<file path="config.mk">
export PLATFORM = sky130hd
export DESIGN_NAME = bcd_tod_counter
export DESIGN_NICKNAME = d
export VERILOG_FILES = /design/src/rtl/bcd_tod_pkg.sv /design/src/rtl/bcd_tod_delta.sv /design/src/rtl/bcd_tod_field.sv /design/src/rtl/bcd_tod_carry.sv /design/src/rtl/bcd_tod_bcd_legal.sv /design/src/rtl/bcd_tod_counter.sv
export SDC_FILE = /design/constraint.sdc
export NUM_CORES = 1
export LEC_CHECK = 0
export BUFFER_PORTS_ARGS = -buffer_cell sky130_fd_sc_hd__buf_2
export CAP_MARGIN = 0
export CELL_PAD_IN_SITES_DETAIL_PLACEMENT = 1
export CELL_PAD_IN_SITES_GLOBAL_PLACEMENT = 1
export CORE_ASPECT_RATIO = 0.5
export CORE_MARGIN = 8
export CORE_UTILIZATION = 40
export DETAILED_ROUTE_END_ITERATION = 8
export GPL_TIMING_DRIVEN = 1
export PLACE_DENSITY = 0.73
export SLEW_MARGIN = 5
export SYNTH_ARGS = -nofsm -noshare
export SYNTH_HDL_FRONTEND = slang
export SYNTH_SLANG_ARGS = --single-unit
</file>
<file path="constraint.sdc">
create_clock -name clk_i -period 9.3 [get_ports clk_i]
set_input_delay 2.325 -clock clk_i [delete_from_list [all_inputs] [get_ports clk_i]]
set_output_delay 2.325 -clock clk_i [all_outputs]
set_load 0.02 [all_outputs]
</file>
<file path="src/rtl/bcd_tod_pkg.sv">
package bcd_tod_pkg;

   // One packed BCD field: tens digit in [7:4], units digit in [3:0]
   typedef logic [7:0] bcd_byte_t;

   // Signed per-cycle change; the seconds field sees -1..+2, the others -1..+1
   typedef logic signed [2:0] step_t;

   localparam int unsigned DIGIT_BASE = 10;
   localparam int unsigned MAX_FIELD_MOD = 100;

endpackage

</file>
<file path="src/rtl/bcd_tod_delta.sv">
module bcd_tod_delta
   import bcd_tod_pkg::*;
(
   input  logic  tick_i,
   input  logic  fwd_i,
   input  logic  back_i,
   output step_t delta_o
);

   always_comb begin
      unique case ({tick_i, fwd_i, back_i})
         3'b000:  delta_o = 3'sd0;
         3'b001:  delta_o = -3'sd1;
         3'b010:  delta_o = 3'sd1;
         3'b011:  delta_o = 3'sd0;
         3'b100:  delta_o = 3'sd1;
         3'b101:  delta_o = 3'sd0;
         3'b110:  delta_o = 3'sd2;
         default: delta_o = 3'sd1;
      endcase
   end

endmodule

</file>
<file path="src/rtl/bcd_tod_field.sv">
module bcd_tod_field
   import bcd_tod_pkg::*;
#(
   parameter int unsigned MODULUS = 60
)(
   input  bcd_byte_t cur_i,
   input  step_t     delta_i,
   output bcd_byte_t nxt_o
);

   localparam logic signed [8:0] MOD_S = 9'(MODULUS);
   localparam logic [7:0]        TEN   = 8'(DIGIT_BASE);

   logic [7:0]        bin;
   logic signed [8:0] sum;
   logic signed [8:0] wrapped;
   logic [7:0]        mag;

   always_comb begin
      bin = 8'(cur_i[7:4]) * TEN + 8'(cur_i[3:0]);
      sum = $signed({1'b0, bin}) + 9'(delta_i);
      if (sum >= MOD_S) begin
         wrapped = sum - MOD_S;
      end else if (sum < 9'sd0) begin
         wrapped = sum + MOD_S;
      end else begin
         wrapped = sum;
      end
      mag   = 8'(wrapped);
      nxt_o = {4'(mag / TEN), 4'(mag % TEN)};
   end

endmodule

</file>
<file path="src/rtl/bcd_tod_carry.sv">
module bcd_tod_carry
   import bcd_tod_pkg::*;
#(
   parameter int unsigned MODULUS = 60
)(
   input  bcd_byte_t cur_i,
   input  step_t     delta_i,
   output step_t     carry_o
);

   localparam logic [7:0] TOP_VAL = 8'(MODULUS - 1);
   localparam logic [7:0] TEN     = 8'(DIGIT_BASE);

   logic [7:0] bin;

   always_comb begin
      bin = 8'(cur_i[7:4]) * TEN + 8'(cur_i[3:0]);
      if ((delta_i == 3'sd1 && bin == TOP_VAL) ||
          (delta_i == 3'sd2 && bin >= TOP_VAL - 8'd1)) begin
         carry_o = 3'sd1;
      end else if (delta_i == -3'sd1 && bin == 8'd0) begin
         carry_o = -3'sd1;
      end else begin
         carry_o = 3'sd0;
      end
   end

endmodule

</file>
<file path="src/rtl/bcd_tod_bcd_legal.sv">
module bcd_tod_bcd_legal
   import bcd_tod_pkg::*;
#(
   parameter int unsigned MODULUS = 60
)(
   input  bcd_byte_t val_i,
   output logic      ok_o
);

   localparam logic [7:0] LIMIT = 8'(MODULUS);
   localparam logic [3:0] DMAX  = 4'(DIGIT_BASE - 1);

   logic [7:0] bin;

   always_comb begin
      bin  = 8'(val_i[7:4]) * 8'(DIGIT_BASE) + 8'(val_i[3:0]);
      ok_o = (val_i[7:4] <= DMAX) && (val_i[3:0] <= DMAX) && (bin < LIMIT);
   end

endmodule

</file>
<file path="src/rtl/bcd_tod_counter.sv">
module bcd_tod_counter
   import bcd_tod_pkg::*;
#(
   parameter int unsigned SEC_MOD  = 60,
   parameter int unsigned MIN_MOD  = 60,
   parameter int unsigned HOUR_MOD = 24
)(
   input  logic       clk_i,
   input  logic       rst_ni,
   input  logic       sec_tick_i,
   input  logic       step_fwd_i,
   input  logic       step_back_i,
   input  logic       preset_i,
   input  logic [7:0] preset_hh_i,
   input  logic [7:0] preset_mm_i,
   input  logic [7:0] preset_ss_i,
   output logic [7:0] hh_o,
   output logic [7:0] mm_o,
   output logic [7:0] ss_o
);

   localparam int NUM_FIELDS = 3;

   function automatic int unsigned field_mod(input int idx);
      case (idx)
         0:       return SEC_MOD;
         1:       return MIN_MOD;
         default: return HOUR_MOD;
      endcase
   endfunction

   // Elaboration-time parameter checks
   if (SEC_MOD < 3 || SEC_MOD > MAX_FIELD_MOD) begin : g_bad_sec
      $error("SEC_MOD must lie in 3..100");
   end
   if (MIN_MOD < 2 || MIN_MOD > MAX_FIELD_MOD) begin : g_bad_min
      $error("MIN_MOD must lie in 2..100");
   end
   if (HOUR_MOD < 2 || HOUR_MOD > MAX_FIELD_MOD) begin : g_bad_hour
      $error("HOUR_MOD must lie in 2..100");
   end

   bcd_byte_t             cur_q [NUM_FIELDS];
   bcd_byte_t             nxt   [NUM_FIELDS];
   bcd_byte_t             pre   [NUM_FIELDS];
   step_t                 chain [NUM_FIELDS];
   logic [NUM_FIELDS-1:0] pre_ok;

   assign pre[0] = preset_ss_i;
   assign pre[1] = preset_mm_i;
   assign pre[2] = preset_hh_i;

   bcd_tod_delta u_delta (
      .tick_i  (sec_tick_i),
      .fwd_i   (step_fwd_i),
      .back_i  (step_back_i),
      .delta_o (chain[0])
   );

   for (genvar g = 0; g < NUM_FIELDS; g++) begin : g_field
      bcd_tod_field #(.MODULUS(field_mod(g))) u_field (
         .cur_i   (cur_q[g]),
         .delta_i (chain[g]),
         .nxt_o   (nxt[g])
      );

      bcd_tod_bcd_legal #(.MODULUS(field_mod(g))) u_legal (
         .val_i (pre[g]),
         .ok_o  (pre_ok[g])
      );

      if (g < NUM_FIELDS - 1) begin : g_carry
         bcd_tod_carry #(.MODULUS(field_mod(g))) u_carry (
            .cur_i   (cur_q[g]),
            .delta_i (chain[g]),
            .carry_o (chain[g+1])
         );
      end
   end

   always_ff @(posedge clk_i) begin
      if (!rst_ni) begin
         for (int i = 0; i < NUM_FIELDS; i++) cur_q[i] <= '0;
      end else if (preset_i && (&pre_ok)) begin
         for (int i = 0; i < NUM_FIELDS; i++) cur_q[i] <= pre[i];
      end else begin
         for (int i = 0; i < NUM_FIELDS; i++) cur_q[i] <= nxt[i];
      end
   end

   assign ss_o = cur_q[0];
   assign mm_o = cur_q[1];
   assign hh_o = cur_q[2];

endmodule

</file>
==> key figures, run 1 <==
Detailed routing
  • TritonRoute pass-1 iters: 5
  • Routed Antenna Nets: 0
  • DRT Wirelength: 20200 µm
  • # DRC: 0
  • Avg WL per Cell: approximately 18 µm
  • Iter 0 DRT Violations: 435
  • Total number of vias: 6759
  • Vias/cell: 6.13

Clock network
  • Clock-pin slew on the worst setup and hold paths: 70 ps
  • H-tree levels: 1
  • Inserted Clock Buffers: 3
  • CTS root buf: clkbuf_16
  • CTS tree: yes
  • Clock Path Buffers: 2
  • Sink Count: 24
  • Clk_lat worst skew: 270 ps

Setup path
  • Reg2Reg Depth: 30
  • CP startpoint kind: input port
  • Worst r2r src: cur_q[0][5]
  • Critical Path End Type: flop
  • R2R Setup Slk: 920 ps
  • Arrival @ worst endpoint: slightly below 9000 ps
  • CP required: 9320 ps
  • Crit Path Class: input port to flop
  • R2r endpoint: cur_q[0][19]
  • CP max FO: 7

Synthesis
  • Ys async rst share: 0%
  • List of most frequent post-synthesis cells: nand2_1 (74), ha_1 (72), a21oi_1 (62)
  • Synth top area share: about 14%
  • Area leader, netlist: ha_1
  • Mean Syn Cell Area: just under 8 µm²
  • Cell count after synthesis: 825
  • Dominant synthesized flop cell: edfxtp_1
  • EDFF count, synth: 24
  • Post-synthesis sequential area ratio: 11.3%
  • Top-count cell post-synth: nand2_1
  • Syn Std Cell Area: 6400 µm²
  • Top cells by area, synth: ha_1 (14%), edfxtp_1 (11%), xnor2_1 (4.9%)
  • Distinct cells, synth: 88
  • Number of synthesized register bits: 24
  • Synth warnings: 0

Global route
  • Vias in the first global route: 6962
  • First-pass GRT wire length: between 30000 and 40000 µm
  • GR Util All Layers: a little under a fifth
  • Initial antenna violation count: 0
  • Gr ovfl total: 0
  • Largest net degree at the start of global routing: 29

Run status
  • Status: finished clean

Worst hold path
  • WHS Endpoint: cur_q[0][0]
  • Hold crit path type: flop to flop
  • Hold Crit Start: cur_q[0][0]
  • WHS Path Cells: 3

Die
  • # IOs: 54
  • Num rows: 32
  • Starting Density: approximately two fifths
  • Die area: a little over 20000 µm²
  • Die width: just under 200 µm
  • Core region area: 15500 µm²
  • Die height: 105 µm

Placement
  • Place WS: -21.6 ps
  • Port Buf Inserts: 53
  • Post-DP HPWL: 16700 µm
  • RePlAce Congestion: 0.875
  • Area post-placement: 7020 µm²

Cells and area
  • Top Registers: cur_q (24)
  • Storage element area: roughly 720 µm²
  • Share of layout cells above drive strength 1: 12.5%
  • Area Growth Syn to Fin: 11.9%
  • Area of the multi-input gates: 5580 µm²
  • Largest register FFs: 24
  • Biggest register: cur_q
  • Design Area, Final: 7160 µm²
  • Filler cells: 1973
  • Antenna Cells: 0
  • Final net count: 1015

STA
  • Final hold violations: 0
  • Final setup slack of the worst path: between 500 and 600 ps
  • Worst Tran Pin Value: 1120 ps
  • RSZ-0062 raised after global routing: no
  • Final setup fails: 0
  • Crit share post-route: between 90% and 100%
  • FMAX: 0.114 GHz
  • Worst Skew: 4.39 ps
  • Minimum clock period: 8760 ps
  • Slew margin rel.: 24.9%
  • Final Max Tran Viols: 0
  • Final hold slack: 909 ps

Run
  • Max-Cap Viols: 0
-- kinds of logic after synthesis --
logic type	after synthesis	share of synthesized area, %
AOI/OAI and AO/OA	295	32.2
and+or+nand+nor	293	24.0
adders and majority gates	88	18.8
xor gates and xnor gates	56	8.02
buffers and inverters	53	3.27
DFF	24	11.3
muxes	15	2.45
other	1	0.0586
-- worst max path at each step --
stage | startpoint | to | slack [ps] | cells past startpoint
after floorplan | sec_tick_i | cur_q[0][19] | 850 | 27
after global placement | sec_tick_i | cur_q[0][19] | 380 | 28
after detailed placement | sec_tick_i | cur_q[0][19] | -20 | 28
after CTS | sec_tick_i | cur_q[0][19] | 260 | 28
after global routing | sec_tick_i | cur_q[0][19] | 20 | 26
final | sec_tick_i | cur_q[0][19] | 540 | 27
-- metrics by stage --
| stage | std cells | util [%] | TNS (ps) |
|---|---|---|---|
| after CTS | 1101 | 45.9 | 0 |
| after detailed placement | 1097 | 45.2 | -21.6 |
| after floorplan | 848 | - | 0 |
| final | 1102 | 46.1 | 0 |
| after global placement | 1097 | 45.2 | 0 |
| after global routing | 1102 | 46.1 | 0 |
-- layout make-up --
type / instances / area share, %
Timing Repair Buffer: 69 / 5.39
Tap cell: 204 / 3.57
Clock buffer: 3 / 1.05
Clock inverter: 1 / 0.420
Sequential cell: 24 / 10.1
Inverter: 30 / 1.59
Multi-Input combinational cell: 771 / 77.9
-- cell usage in the layout, fill, tap and decap left out, drive strengths merged, types with 10 or more instances in the layout --
cell type,count
a211oi,18
a21o,20
a21oi,62
a31oi,14
and2,11
and3,10
buf,69
conb,24
edfxtp,24
fa,14
ha,72
inv,29
mux2i,10
nand2,74
nand3,37
nor2,53
nor3,25
nor3b,10
nor4,11
o21ai,57
o31ai,10
xnor2,39
xor2,17
-- worst max-delay path, cell delays in order --
cell and delay [ps]:
buf_2 120, or3b_1 510, nor4_4 370, o211ai_4 180, clkinv_2 80, nand3_1 130
o31ai_1 130, ha_1 240, inv_1 70, fa_1 390, nand2b_1 210, a21o_1 200
a211oi_4 330, nand4_1 260, or4b_1 570, o31ai_2 370, and4_1 350, nand3_1 150
o221ai_1 380, and2_1 320, nor2_1 120, a21oi_1 160, ha_1 250, a211oi_1 70
a31oi_1 160, o221ai_1 130, o221a_1 220
-- repair_timing --
item	in CTS	in global routing
hold buffers	0	0
hold endpoints to repair	0	0
gates resized for setup	0	6
buffers inserted	0	1
endpoints found under the setup margin	0	2
-- per-layer routing --
layer | up-vias | routed length, µm | GRT usage [%]
met5 | - | 0 | 0
met4 | 0 | 200 | 2.80
met3 | 14 | 605 | 1.46
met2 | 91 | 9830 | 35.0
met1 | 3326 | 9540 | 25.0
li1 | 3328 | - | -
Power of run 1 is not shown: default switching activity piles up to over one toggle a cycle in this logic, so the estimate is an artifact.
==> inputs of run 2 (changes only) <==
--- a/config.mk
+++ b/config.mk
@@ -14,8 +14,9 @@
 export CORE_UTILIZATION = 40
 export DETAILED_ROUTE_END_ITERATION = 8
 export GPL_TIMING_DRIVEN = 1
-export PLACE_DENSITY = 0.73
+export PLACE_DENSITY = 0.71
 export SLEW_MARGIN = 5
 export SYNTH_ARGS = -nofsm -noshare
 export SYNTH_HDL_FRONTEND = slang
+export SYNTH_HIERARCHICAL = 1
 export SYNTH_SLANG_ARGS = --single-unit
==> run 2 against run 1 <==
Non-clock buffer count down 13. Critical path depth unchanged. Sequential cell count unchanged. Die area up 17%. Sequential share of layout area decreased by 1.3 points. Register-to-register slack gained 760 ps. Clock-buffer cell count unchanged.
==> key figures, run 2 <==
Run
  • Max-Cap Viols: 0 (unchanged)

STA
  • Final hold violations: 0 (unchanged)
  • Final Max Tran Viols: 0 (unchanged)
  • Crit share post-route: 89.6% (-4.6 points)
  • Final setup fails: 0 (unchanged)
  • Slew margin rel.: 43.1% (+18 points)
  • Worst Tran Pin Value: 854 ps (-265 ps)
  • Total negative slack: 0 ps (unchanged)
  • RSZ-0062 raised after global routing: no
  • Worst Skew: 4.58 ps (+0.191 ps)
  • FMAX: 0.120 GHz (+5.1%)
  • Minimum clock period: 8330 ps (-427 ps)

Setup path
  • CP required: 9420 ps (+100 ps)
  • Crit Path Class: input port to flop
  • Reg2Reg Depth: 28 (-6.7%)
  • Worst path max stage delay: 540 ps (-30 ps)
  • Worst Setup EP: cur_q[0][17]
  • CP startpoint kind: input port
  • Critical-path top delay cell: and3_1
  • R2r endpoint: cur_q[0][17]
  • Arrival @ worst endpoint: 8450 ps (-330 ps)
  • CP max FO: 14 (+7)
  • Worst r2r src: cur_q[0][5]
  • Critical Path End Type: flop
  • Most frequent CP cell: nand4_1
  • Worst Setup SP: sec_tick_i
  • R2R Setup Slk: 1680 ps (+760 ps)

Detailed routing
  • Iter 0 DRT Violations: 311 (-29%)
  • Total number of vias: 7163 (+6.0%)
  • Vias/cell: 5.78 (-5.8%)
  • # DRC: 0 (unchanged)
  • Routed Antenna Nets: 0 (unchanged)
  • DRT Wirelength: 21100 µm (+4.5%)
  • TritonRoute pass-1 iters: 4 (-1)
  • Avg WL per Cell: 17.0 µm (-7.1%)

Cells and area
  • Area of the multi-input gates: 6600 µm² (+18%)
  • Largest register FFs: 24 (unchanged)
  • Final net count: 1113 (+9.7%)
  • Filler cells: 2314 (+17%)
  • Commonest non-fill, non-tap cell in the layout: nand2_1
  • Share of layout cells above drive strength 1: 16.5% (+4.0 points)
  • Area Growth Syn to Fin: 8.61%
  • Antenna Cells: 0 (unchanged)
  • Top Registers: cur_q (24)
  • Storage element area: 721 µm² (unchanged)
  • Most frequent cells in the layout: nand2_1 (111), ha_1 (83), inv_1 (56)
  • Biggest register: cur_q

Synthesis
  • Synth top area share: 13.7% (-0.43 points)
  • Synth warnings: 6 (+6)
  • Cell count after synthesis: 918 (+11%)
  • Number of synthesized register bits: 24 (unchanged)
  • Post-synthesis sequential area ratio: 9.48% (-1.8 points)
  • List of most frequent post-synthesis cells: nand2_1 (111), ha_1 (83), inv_1 (56)
  • Dominant synthesized flop cell: edfxtp_1
  • Syn Std Cell Area: 7600 µm² (+19%)
  • EDFF count, synth: 24 (unchanged)
  • Area leader, netlist: ha_1
  • Top-count cell post-synth: nand2_1
  • Mean Syn Cell Area: 8.28 µm² (+6.8%)
  • Distinct cells, synth: 112 (+27%)
  • Top cells by area, synth: ha_1 (14%), edfxtp_1 (9.5%), nand2_1 (5.5%)
  • Ys async rst share: 0% (unchanged)

Die
  • # IOs: 54 (unchanged)
  • Num rows: 35 (+9.4%)
  • Die height: 113 µm (+7.7%)
  • Die width: 211 µm (+8.3%)
  • Starting Density: 41.0% (-0.13 points)
  • Die area: 23900 µm² (+17%)
  • Core region area: 18500 µm² (+19%)

Run status
  • Status: finished clean

Clock network
  • Inserted Clock Buffers: 3 (unchanged)
  • Clock Path Buffers: 2 (unchanged)
  • Clk_lat worst skew: 270 ps (about the same)
  • CTS tree: yes
  • CTS root buf: clkbuf_16
  • Cts repair resizes: 0 (unchanged)
  • Clock-pin slew on the worst setup and hold paths: 70 ps (about the same)
  • H-tree levels: 1 (unchanged)
  • Sink Count: 24 (unchanged)
  • Hold_buf cts: 0 (unchanged)
  • Setup Buffers After CTS: 0 (unchanged)

Worst hold path
  • Hold Crit Start: cur_q[0][16]
  • Hold crit path type: flop to flop

Placement
  • RePlAce Congestion: 0.839 (-4.1%)
  • Post-DP HPWL: 17600 µm (+5.1%)
  • Port Buf Inserts: 53 (unchanged)

Global route
  • Largest net degree at the start of global routing: 49 (+69%)
  • GR Util All Layers: 17.4% (-1.7 points)
  • Initial antenna violation count: 0 (unchanged)
  • Vias in the first global route: 7415 (+6.5%)
  • First-pass GRT wire length: 35800 µm (+5.0%)
  • Gr ovfl total: 0 (unchanged)
==> run 2: worst max-delay path, delay by kind of cell <==
family	cells	cell delay, ps
AND/OR/NAND/NOR	14	2790
AO/OA/AOI/OAI	5	1550
adder cells (fa/ha/maj)	2	790
buffers and inverters	3	490
XOR/XNOR	2	370
multiplexers	1	140
==> run 2: through the flow <==
stage / area [µm²] / hold slack (ps) / util, % / worst slack (ps) / std cells
final: 8260 / 875 / 44.6 / 969 / 1240
after global routing: 8260 / 904 / 44.6 / 471 / 1240
after CTS: 8260 / 876 / 44.6 / 1010 / 1240
after detailed placement: 8150 / 858 / 44.0 / 794 / 1236
after global placement: 8150 / 864 / 44.0 / 1030 / 1236
after floorplan: 7690 / 892 / - / 1470 / 941
==> run 2: worst min path at each step <==
| stage | to | slack [ps] | depth (start not counted) |
|---|---|---|---|
| after global routing | cur_q[0][16] | 900 | 3 |
| after global placement | cur_q[0][16] | 860 | 3 |
| after detailed placement | cur_q[0][16] | 860 | 3 |
| after CTS | cur_q[0][16] | 880 | 3 |
| after floorplan | cur_q[0][16] | 890 | 3 |
| final | cur_q[0][16] | 880 | 3 |
==> run 2: cell type report <==
| class | instances | share of cell area [%] |
|---|---|---|
| tap | 259 | 3.92 |
| sequential | 24 | 8.73 |
| clock buffer | 3 | 0.909 |
| inverter | 58 | 2.67 |
| clock inverter | 1 | 0.364 |
| multi-input combinational | 839 | 79.9 |
| timing repair buffer | 56 | 3.48 |
==> run 2: logic make-up after synthesis <==
logic type | Yosys count | share of synthesized area (%)
AO/OA/AOI/OAI | 275 | 29.3
XOR/XNOR | 63 | 8.24
adder cells (fa/ha/maj) | 103 | 18.7
buffers and inverters | 78 | 4.85
flip-flops | 24 | 9.48
multiplexers | 32 | 4.57
other | 1 | 0.0493
AND/OR/NAND/NOR | 342 | 24.8
==> run 2: routing by layer <==
| layer | global-route usage, % | routed length (µm) |
|---|---|---|
| met5 | 0 | 0 |
| met4 | 2.92 | 196 |
| met3 | 1.40 | 313 |
| met2 | 32.5 | 10500 |
| met1 | 21.9 | 10100 |
Power of run 2 is left out for the same reason.
==> inputs of run 3 (changes only) <==
--- a/config.mk
+++ b/config.mk
@@ -9,7 +9,6 @@
 export CAP_MARGIN = 0
 export CELL_PAD_IN_SITES_DETAIL_PLACEMENT = 1
 export CELL_PAD_IN_SITES_GLOBAL_PLACEMENT = 1
-export CORE_ASPECT_RATIO = 0.5
 export CORE_MARGIN = 8
 export CORE_UTILIZATION = 40
 export DETAILED_ROUTE_END_ITERATION = 8
==> constraint.sdc (replaced) <==
create_clock -name clk_i -period 9.3 [get_ports clk_i]
set_input_delay 2.325 -clock clk_i [delete_from_list [all_inputs] [get_ports clk_i]]
set_output_delay 2.325 -clock clk_i [all_outputs]
set_load 0.01 [all_outputs]
==> run 3 against run 2 <==
Sequential share of layout area up 0.065 points. Clock-buffer cell count unchanged. Global-route usage up 0.56 points. Worst hold slack worse by 17 ps. Fmax up 1.0%. Critical path type unchanged. Die area down 1.1%. Largest cell class unchanged. Design area down 0.74%. Critical endpoint is now cur_q[0][18]. Non-clock buffer count unchanged. Critical path depth down 1.
==> key figures, run 3 (same netlist as run 2, synthesis figures left out) <==
Run status
  • Status: finished clean

Setup path
  • CP required: 9310 ps (-110 ps)
  • Worst path max stage delay: 540 ps (about the same)
  • Worst r2r src: cur_q[0][5]
  • Critical-path top delay cell: fa_1
  • R2R Setup Slk: 1770 ps (+90 ps)
  • R2r endpoint: cur_q[0][18]
  • Arrival @ worst endpoint: 8250 ps (-200 ps)
  • CP startpoint kind: input port
  • Most frequent CP cell: nor2_1
  • Reg2Reg Depth: 28 (unchanged)
  • Crit Path Class: input port to flop
  • CP max FO: 10 (-4)
  • Critical Path End Type: flop

Cells and area
  • Share of layout cells above drive strength 1: 16.4% (-0.085 points)
  • Layout Utilization: 43.8% (-0.76 points)
  • Antenna Cells: 0 (unchanged)
  • Area Growth Syn to Fin: 7.80%
  • Most frequent cells in the layout: nand2_1 (111), ha_1 (83), inv_1 (56)
  • Final net count: 1113 (unchanged)
  • Commonest non-fill, non-tap cell in the layout: nand2_1
  • Top Registers: cur_q (24)
  • Largest register FFs: 24 (unchanged)
  • Biggest register: cur_q

Global route
  • Gr ovfl total: 0 (unchanged)
  • Largest net degree at the start of global routing: 49 (unchanged)
  • Initial antenna violation count: 0 (unchanged)
  • First-pass GRT wire length: 36400 µm (+1.5%)
  • GR Util All Layers: 18.0% (+0.56 points)
  • Vias in the first global route: 7331 (-1.1%)

Clock network
  • Setup Buffers After CTS: 0 (unchanged)
  • CTS root buf: clkbuf_16
  • H-tree levels: 1 (unchanged)
  • Clk_lat worst skew: 270 ps (about the same)
  • Cts repair resizes: 0 (unchanged)
  • Clock Path Buffers: 2 (unchanged)
  • Hold_buf cts: 0 (unchanged)
  • Inserted Clock Buffers: 3 (unchanged)
  • Sink Count: 24 (unchanged)
  • CTS tree: yes
  • Clock-pin slew on the worst setup and hold paths: 70 ps (about the same)

Placement
  • Port Buf Inserts: 53 (unchanged)
  • Post-DP HPWL: 17700 µm (+0.69%)
  • RePlAce Congestion: 0.834 (-0.51%)
  • Place WS: 806 ps (+11.1 ps)

STA
  • RSZ-0062 raised after global routing: no
  • Total negative slack: 0 ps (unchanged)
  • Final hold slack: 858 ps (-17.4 ps)
  • Final setup fails: 0 (unchanged)
  • Worst Tran Pin Value: 889 ps (+34.9 ps)
  • Crit share post-route: 88.7% (-0.91 points)
  • Final setup slack of the worst path: 1050 ps (+85.0 ps)
  • Final Max Tran Viols: 0 (unchanged)
  • Minimum clock period: 8250 ps (-85.0 ps)
  • Slew margin rel.: 40.7% (-2.3 points)
  • Worst Skew: 4.43 ps (-0.143 ps)
  • FMAX: 0.121 GHz (+1.0%)
  • Final hold violations: 0 (unchanged)

Die
  • Core region area: 18700 µm² (+0.98%)
  • Starting Density: 40.6% (-0.40 points)
  • Die width: 154 µm (-27%)
  • Die area: 23700 µm² (-1.1%)
  • Die height: 154 µm (+36%)
  • Num rows: 50 (+43%)
  • # IOs: 54 (unchanged)

Detailed routing
  • Total number of vias: 7140 (-0.32%)
  • TritonRoute pass-1 iters: 4 (unchanged)
  • DRT Wirelength: 21200 µm (+0.35%)
  • Vias/cell: 5.88 (+1.8%)
  • # DRC: 0 (unchanged)
  • Avg WL per Cell: 17.4 µm (+2.5%)
  • Routed Antenna Nets: 0 (unchanged)
  • Iter 0 DRT Violations: 269 (-14%)

Worst hold path
  • Hold crit path type: flop to flop
  • Hold Crit Start: cur_q[0][16]
  • WHS Endpoint: cur_q[0][16]
  • WHS Path Cells: 3 (unchanged)

Run
  • Max-Cap Viols: 0 (unchanged)
==> run 3: cell types whose count changed in the layout (fill, tap and decap cells not counted) <==
cell,change
bufinv_16,-1
==> run 3: layout make-up <==
type	count	area, µm²
Clock buffer	3	75.1
Tap cell	234	293
Sequential cell	24	721
Multi-Input combinational cell	839	6600
Timing Repair Buffer	56	288
Fill cell	2300	10500
Inverter	58	220
==> run 3: metrics by stage <==
stage | cells | area, µm²
4_1_cts | 1214 | 8200
5_1_grt | 1214 | 8200
2_1_floorplan | 941 | 7690
3_5_place_dp | 1211 | 8120
6_report | 1214 | 8200
3_3_place_gp | 1211 | 8120
==> run 3: worst max-delay path by stage <==
stage | from | endpoint | slack [ps]
finish | sec_tick_i | cur_q[0][18] | 1050
global route | sec_tick_i | cur_q[0][21] | 520
CTS | sec_tick_i | cur_q[0][18] | 1070
detailed placement | sec_tick_i | cur_q[0][18] | 810
global placement | sec_tick_i | cur_q[0][18] | 960
floorplan | sec_tick_i | cur_q[0][17] | 1470
==> run 3: layer usage <==
| layer | vias up | part of all wire, % | global-route usage [%] |
|---|---|---|---|
| met3 | 15 | 1.7 | 1.09 |
| met1 | 3480 | 48 | 23.5 |
| met4 | 0 | 1.0 | 3.41 |
| met2 | 76 | 49 | 32.1 |
| met5 | - | 0 | 0 |
| li1 | 3569 | - | - |
==> run 3: critical path: cells and delay by family <==
kind / cells / cell delay, ps
multiplexers: 1 / 80
buffers and inverters: 2 / 250
XOR/XNOR: 2 / 570
AND/OR/NAND/NOR: 13 / 2810
AO/OA/AOI/OAI: 6 / 1420
adder cells (fa/ha/maj): 2 / 800
Power of run 3 is left out for the same reason.
